<file path="src/rtl/idd_pkg.sv">
package idd_pkg;
  typedef enum logic [1:0] {
    CMD_NONE = 2'b00,
    CMD_INC  = 2'b01,
    CMD_DEC  = 2'b10
  } step_cmd_e;
endpackage

</file>
<file path="src/rtl/lo_accum.sv">
// Low field: narrow adder with registered feedback, exposes carry out.
module lo_accum #(
  parameter int W = 3
) (
  input  logic         clk,
  input  logic         rst_n,
  input  logic         add_en,
  input  logic [W-1:0] summand,
  input  logic         clr,
  output logic [W-1:0] lo_q,
  output logic [W-1:0] lo_upd,
  output logic         carry
);
  logic [W:0]   raw_sum;
  logic         lo_en;
  logic [W-1:0] lo_d;

  always_comb begin
    raw_sum = {1'b0, lo_q} + {1'b0, summand};
    lo_upd  = add_en ? raw_sum[W-1:0] : lo_q;
    carry   = add_en & raw_sum[W];
    lo_en   = add_en | clr;
    lo_d    = clr ? '0 : lo_upd;
  end

  always_ff @(posedge clk or negedge rst_n) begin
    if (!rst_n)     lo_q <= '0;
    else if (lo_en) lo_q <= lo_d;
  end
endmodule

</file>
<file path="src/rtl/step_encoder.sv">
// Chooses the command for the upper field from summand sign and low carry.
module step_encoder
  import idd_pkg::*;
(
  input  logic      valid,
  input  logic      sign,
  input  logic      carry,
  output step_cmd_e cmd
);
  always_comb begin
    cmd = CMD_NONE;
    if (valid) begin
      if (!sign && carry)      cmd = CMD_INC;
      else if (sign && !carry) cmd = CMD_DEC;
    end
  end
endmodule

</file>
<file path="src/rtl/cnt_cell.sv">
// One bit of the upper field; flips on any step that reaches it.
module cnt_cell (
  input  logic clk,
  input  logic rst_n,
  input  logic inc,
  input  logic dec,
  input  logic clr,
  output logic q,
  output logic q_upd
);
  logic flip;
  logic cell_en;
  logic q_d;

  always_comb begin
    flip    = inc | dec;
    q_upd   = q ^ flip;
    cell_en = flip | clr;
    q_d     = clr ? 1'b0 : q_upd;
  end

  always_ff @(posedge clk or negedge rst_n) begin
    if (!rst_n)       q <= 1'b0;
    else if (cell_en) q <= q_d;
  end
endmodule

</file>
<file path="src/rtl/idd_chain.sv">
// Chain of cells; a step climbs only while cells carry or borrow.
module idd_chain
  import idd_pkg::*;
#(
  parameter int N = 13
) (
  input  logic         clk,
  input  logic         rst_n,
  input  step_cmd_e    cmd,
  input  logic         clr,
  output logic [N-1:0] hi_q,
  output logic [N-1:0] hi_upd
);
  logic [N-1:0] inc_c;
  logic [N-1:0] dec_c;

  assign inc_c[0] = (cmd == CMD_INC);
  assign dec_c[0] = (cmd == CMD_DEC);

  for (genvar i = 0; i < N; i++) begin : g_cell
    cnt_cell u_cell (
      .clk   (clk),
      .rst_n (rst_n),
      .inc   (inc_c[i]),
      .dec   (dec_c[i]),
      .clr   (clr),
      .q     (hi_q[i]),
      .q_upd (hi_upd[i])
    );
    if (i < N-1) begin : g_pass
      assign inc_c[i+1] = inc_c[i] & hi_q[i];
      assign dec_c[i+1] = dec_c[i] & ~hi_q[i];
    end
  end
endmodule

</file>
<file path="src/rtl/idd_accum.sv">
module idd_accum
  import idd_pkg::*;
#(
  parameter int LO_W  = 3,
  parameter int HI_W  = 13,
  parameter int TOG_W = 16
) (
  input  logic                 clk,
  input  logic                 rst_n,
  input  logic                 smp_vld,
  input  logic [LO_W-1:0]      smp_val,
  input  logic                 dump,
  output logic [LO_W+HI_W-1:0] sum_out,
  output logic                 sum_vld,
  output logic [TOG_W-1:0]     tog_cnt
);
  localparam int SUM_W = LO_W + HI_W;
  localparam int POP_W = $clog2(HI_W + 1);

  logic [LO_W-1:0]  lo_q;
  logic [LO_W-1:0]  lo_upd;
  logic             lo_carry;
  logic [HI_W-1:0]  hi_q;
  logic [HI_W-1:0]  hi_upd;
  step_cmd_e        step_cmd;
  logic [HI_W-1:0]  flips;
  logic [POP_W-1:0] flip_cnt;
  logic             tog_en;
  logic [TOG_W-1:0] tog_d;
  logic [SUM_W-1:0] sum_d;

  lo_accum #(.W(LO_W)) u_lo (
    .clk     (clk),
    .rst_n   (rst_n),
    .add_en  (smp_vld),
    .summand (smp_val),
    .clr     (dump),
    .lo_q    (lo_q),
    .lo_upd  (lo_upd),
    .carry   (lo_carry)
  );

  step_encoder u_enc (
    .valid (smp_vld),
    .sign  (smp_val[LO_W-1]),
    .carry (lo_carry),
    .cmd   (step_cmd)
  );

  idd_chain #(.N(HI_W)) u_chain (
    .clk    (clk),
    .rst_n  (rst_n),
    .cmd    (step_cmd),
    .clr    (dump),
    .hi_q   (hi_q),
    .hi_upd (hi_upd)
  );

  always_comb begin
    flips    = hi_q ^ hi_upd;
    flip_cnt = '0;
    for (int k = 0; k < HI_W; k++) flip_cnt = flip_cnt + POP_W'(flips[k]);
    tog_en   = |flips;
    tog_d    = tog_cnt + TOG_W'(flip_cnt);
    sum_d    = {hi_upd, lo_upd};
  end

  always_ff @(posedge clk or negedge rst_n) begin
    if (!rst_n)      tog_cnt <= '0;
    else if (tog_en) tog_cnt <= tog_d;
  end

  always_ff @(posedge clk or negedge rst_n) begin
    if (!rst_n)    sum_out <= '0;
    else if (dump) sum_out <= sum_d;
  end

  always_ff @(posedge clk or negedge rst_n) begin
    if (!rst_n) sum_vld <= 1'b0;
    else        sum_vld <= dump;
  end
endmodule

</file>
<file path="config.mk">
export PLATFORM = sky130hd
export DESIGN_NAME = idd_accum
export DESIGN_NICKNAME = d
export VERILOG_FILES = /design/src/rtl/idd_pkg.sv /design/src/rtl/lo_accum.sv /design/src/rtl/step_encoder.sv /design/src/rtl/cnt_cell.sv /design/src/rtl/idd_chain.sv /design/src/rtl/idd_accum.sv
export SDC_FILE = /design/constraint.sdc
export NUM_CORES = 1
export LEC_CHECK = 0
export BUFFER_PORTS_ARGS = -buffer_cell sky130_fd_sc_hd__buf_2
export CAP_MARGIN = 10
export CORE_AREA = 4 4 123 66
export CTS_BUF_LIST = sky130_fd_sc_hd__clkbuf_2 sky130_fd_sc_hd__clkbuf_4 sky130_fd_sc_hd__clkbuf_8
export DETAILED_ROUTE_END_ITERATION = 12
export DIE_AREA = 0 0 127 70
export GPL_TIMING_DRIVEN = 0
export PLACE_DENSITY_LB_ADDON = 0.05
export SYNTH_ARGS = -nofsm -noshare
export SYNTH_HDL_FRONTEND = slang
export SYNTH_SLANG_ARGS = --single-unit
</file>
<file path="constraint.sdc">
create_clock -name clk -period 5.3 [get_ports clk]
set_clock_uncertainty 0.05 [all_clocks]
set_input_delay 1.59 -clock clk [delete_from_list [all_inputs] [get_ports clk]]
set_output_delay 1.59 -clock clk [all_outputs]
set_load 0.1 [all_outputs]
</file>
==> results.toml <==
[global_routing]
grt_max_degree = 50
antenna_found_initial = 0
grt_pass1_wl_um = 11160
grt_pass1_vias = 2128
grt_overflow = 0
track_usage_pct = 15.89

[finish]
fin_util_pct = 52.80
finalNetCount = 383
fin_cells = 449
fillers = 687
area_delta_synth_final_pct = 25.40
diodes = 0
layout_common_cells = "dfrtp_1 (49), buf_2 (39), inv_1 (20)"
drive_above_1_share_pct = 34.84
layout_commonest_cell = "dfrtp_1"

[min_path]
holdCritStartpoint = "sum_out[13]$_DFFE_PN0P_"
min_path_type = "register to register"

[power]
totalPowerFinal_mw = 2.011
ir_worst_vdd_mv = 0.2842
cellPowerDensity_nw_per_um2 = 536.2
p_leak_nw = 1.713

[logic_synthesis]
synthArstFlopShare_pct = 100.0
synth-seq-cells = 49
synth_edf_count = 0
postSynthAreaPerCell_um2 = 10.17
ys_warn_count = 0
yosysTopAreaCellShare_pct = 41.00
synth_top_cell_by_area = "dfrtp_1"
netlist_area_um2 = 2990
syn_inst = 294
yosysUniqueCellTypes = 47
synthTopCellsByArea = "dfrtp_1 (41%), fa_1 (6.7%), ha_1 (5.9%)"
synth_ff_type = "dfrtp_1"
synth-seq-area-share_pct = 41.00
syn_nets = 325

[timing]
fin_crit_sh_pct = 124.1
slew_viol_final = 0
worst_slack_ns = -1.278
min_period_ns = 6.578
fmax_ghz = 0.1520
slew_headroom_pct = 31.05
final-hold-violation-count = 0
rsz0062_at_grt = "yes"
worst_slew_pin_slew_ns = 1.034
setup_viol = 16

[critical_path]
r2r_slack_ns = -0.38
critical_path.endpoint = "tog_cnt[12]$_DFFE_PN0P_"
rr_startpoint = "u_lo.lo_q[1]$_DFFE_PN0P_"
worstSetupStartpoint = "smp_val[1]"
cp-end-kind = "register"
cp.arrival_ns = 6.73
required_ns = 5.45
r2r_end = "tog_cnt[12]$_DFFE_PN0P_"
reg2regPathDepth = 24
critical_path_class = "primary input to register"
path_max_fanout = 6
start_kind = "primary input"

[placement]
hpwl_um = 5014
place.gp.congestion = 0.8190
io_buffers = 38
dp_cells = 428

[route]
routedWlPerCell_um = 15.18
wirelength_um = 6817
drt_iter0_markers = 96
vias = 2295
ant_nets = 0
dr.pass1.iters = 4
route.detailed.drc = 0
vias_per_cell = 5.111

[cts]
cts_sinks = 49
cts.path.max_buffers = 2
cts_buffers = 5
clock_latency_ns = 0.31
cts_tree = "done"
cts_max_level = 2
cts-root-buf = "clkbuf_8"
clkSlewWorstSetupHoldPaths_ns = 0.09

[status]
status = "finished, violations left"
violations = "setup timing"

[die]
core_um2 = 7102
die_w_um = 127
ios = 40
die_area_um2 = 8890
initial_utilization_pct = 42.11
fp-row-count = 22
dieHeight_um = 70

[run]
drv_cap = 0
[per-layer routing]
metal	wire length, µm	part of all wire, %	global-route usage, %	vias to the layer above
met5	0	0	0	-
met4	53	0.78	2.854	0
met3	344	5.0	4.278	7
met2	2513	37	19.50	40
met1	3906	57	26.72	1108
li1	-	-	-	1140
[worst max-delay path, stage by stage]
cell	delay [ns]
buf_8	0.10
ha_4	0.19
a21o_1	0.18
a21oi_2	0.15
nand3_2	0.11
inv_2	0.10
ha_4	0.14
or4b_4	0.54
nor4_4	0.21
nor2_2	0.07
fa_1	0.46
fa_2	0.54
inv_2	0.04
fa_1	0.51
inv_2	0.04
fa_2	0.41
inv_2	0.08
ha_4	0.13
inv_2	0.04
fa_2	0.34
nor2b_2	0.15
o31a_1	0.17
buf_6	0.14
o2111ai_2	0.14
xnor2_1	0.16
[worst min-delay path by stage]
stage / endpoint / slack (ns) / depth (start not counted)
2_1_floorplan: u_lo.lo_q[0]$_DFFE_PN0P_ / 0.46 / 2
3_3_place_gp: tog_cnt[15]$_DFFE_PN0P_ / 0.41 / 1
3_5_place_dp: sum_out[13]$_DFFE_PN0P_ / 0.42 / 2
4_1_cts: tog_cnt[15]$_DFFE_PN0P_ / 0.43 / 1
5_1_grt: tog_cnt[15]$_DFFE_PN0P_ / 0.45 / 1
6_report: sum_out[13]$_DFFE_PN0P_ / 0.43 / 2
[flip-flops by register name, indices dropped and copies added (netlist names)]
| register | cells |
|---|---|
| tog_cnt | 16 |
| u_chain.g_cell.u_cell.q | 13 |
| u_lo.lo_q | 3 |
| sum_out | 16 |
| sum_vld | 1 |
[per-stage QoR]
stage          hold WS (ns)  setup WS (ns)  TNS (ns)  cell area (µm²)
2_1_floorplan        0.4597         -1.612    -19.79             3060
3_3_place_gp         0.4132         -2.056    -27.22             3371
3_5_place_dp         0.4158         -2.119    -27.64             3371
4_1_cts              0.4322         -1.518    -20.16             3572
5_1_grt              0.4520         -1.460    -19.34             3750
6_report             0.4335         -1.278    -16.55             3750
[timing repair]
item | in CTS | in global routing
resized for setup | 17 | 22
pin swaps | 26 | 22
hold buffers | 0 | 0
buffers inserted | 6 | 8
endpoints found under the setup margin | 16 | 16
gates cloned | 0 | 0
[where the power goes]
group | leakage (nW) | total (mW) | switching (mW) | internal (mW)
Combinational | 1.02 | 1.28 | 0.869 | 0.407
Sequential | 0.642 | 0.507 | 0.0604 | 0.446
Clock | 0.0481 | 0.228 | 0.134 | 0.0939
[area by class of cell]
class                   instances  area, µm²  area share [%]
multi-input cells             203       1823           48.62
flip-flops and latches         49       1226           32.70
repair buffers                 52      325.3           8.675
well taps                      96      120.1           3.203
inverters                      28      105.1           2.803
clock buffers                   5      68.82           1.835
plain buffers                  13      58.81           1.568
clock inverters                 3      22.52          0.6006
[cell families after synthesis]
| logic type | count (synthesis) | synth area share (%) |
|---|---|---|
| muxes | 11 | 3.975 |
| adders and majority gates | 24 | 12.55 |
| DFF | 49 | 41.00 |
| xor gates and xnor gates | 19 | 5.565 |
| buffers and inverters | 42 | 5.858 |
| and+or+nand+nor | 104 | 20.21 |
| AOI/OAI and AO/OA | 45 | 10.84 |
[cell usage after synthesis (4+ instances only)]
| library cell | number |
|---|---|
| mux2_2 | 7 |
| mux2i_1 | 4 |
| and2_1 | 7 |
| inv_1 | 28 |
| o21ai_0 | 5 |
| nor3_1 | 19 |
| clkbuf_1 | 8 |
| ha_1 | 14 |
| xnor2_1 | 15 |
| nand3_1 | 11 |
| and3_1 | 4 |
| dfrtp_1 | 49 |
| a21oi_1 | 11 |
| nor2_1 | 21 |
| nand2_1 | 13 |
| fa_1 | 10 |
| o31ai_2 | 4 |
| xor2_1 | 4 |
| o21a_1 | 7 |
| nand4_1 | 5 |
Power figures use the tool's default switching activity.
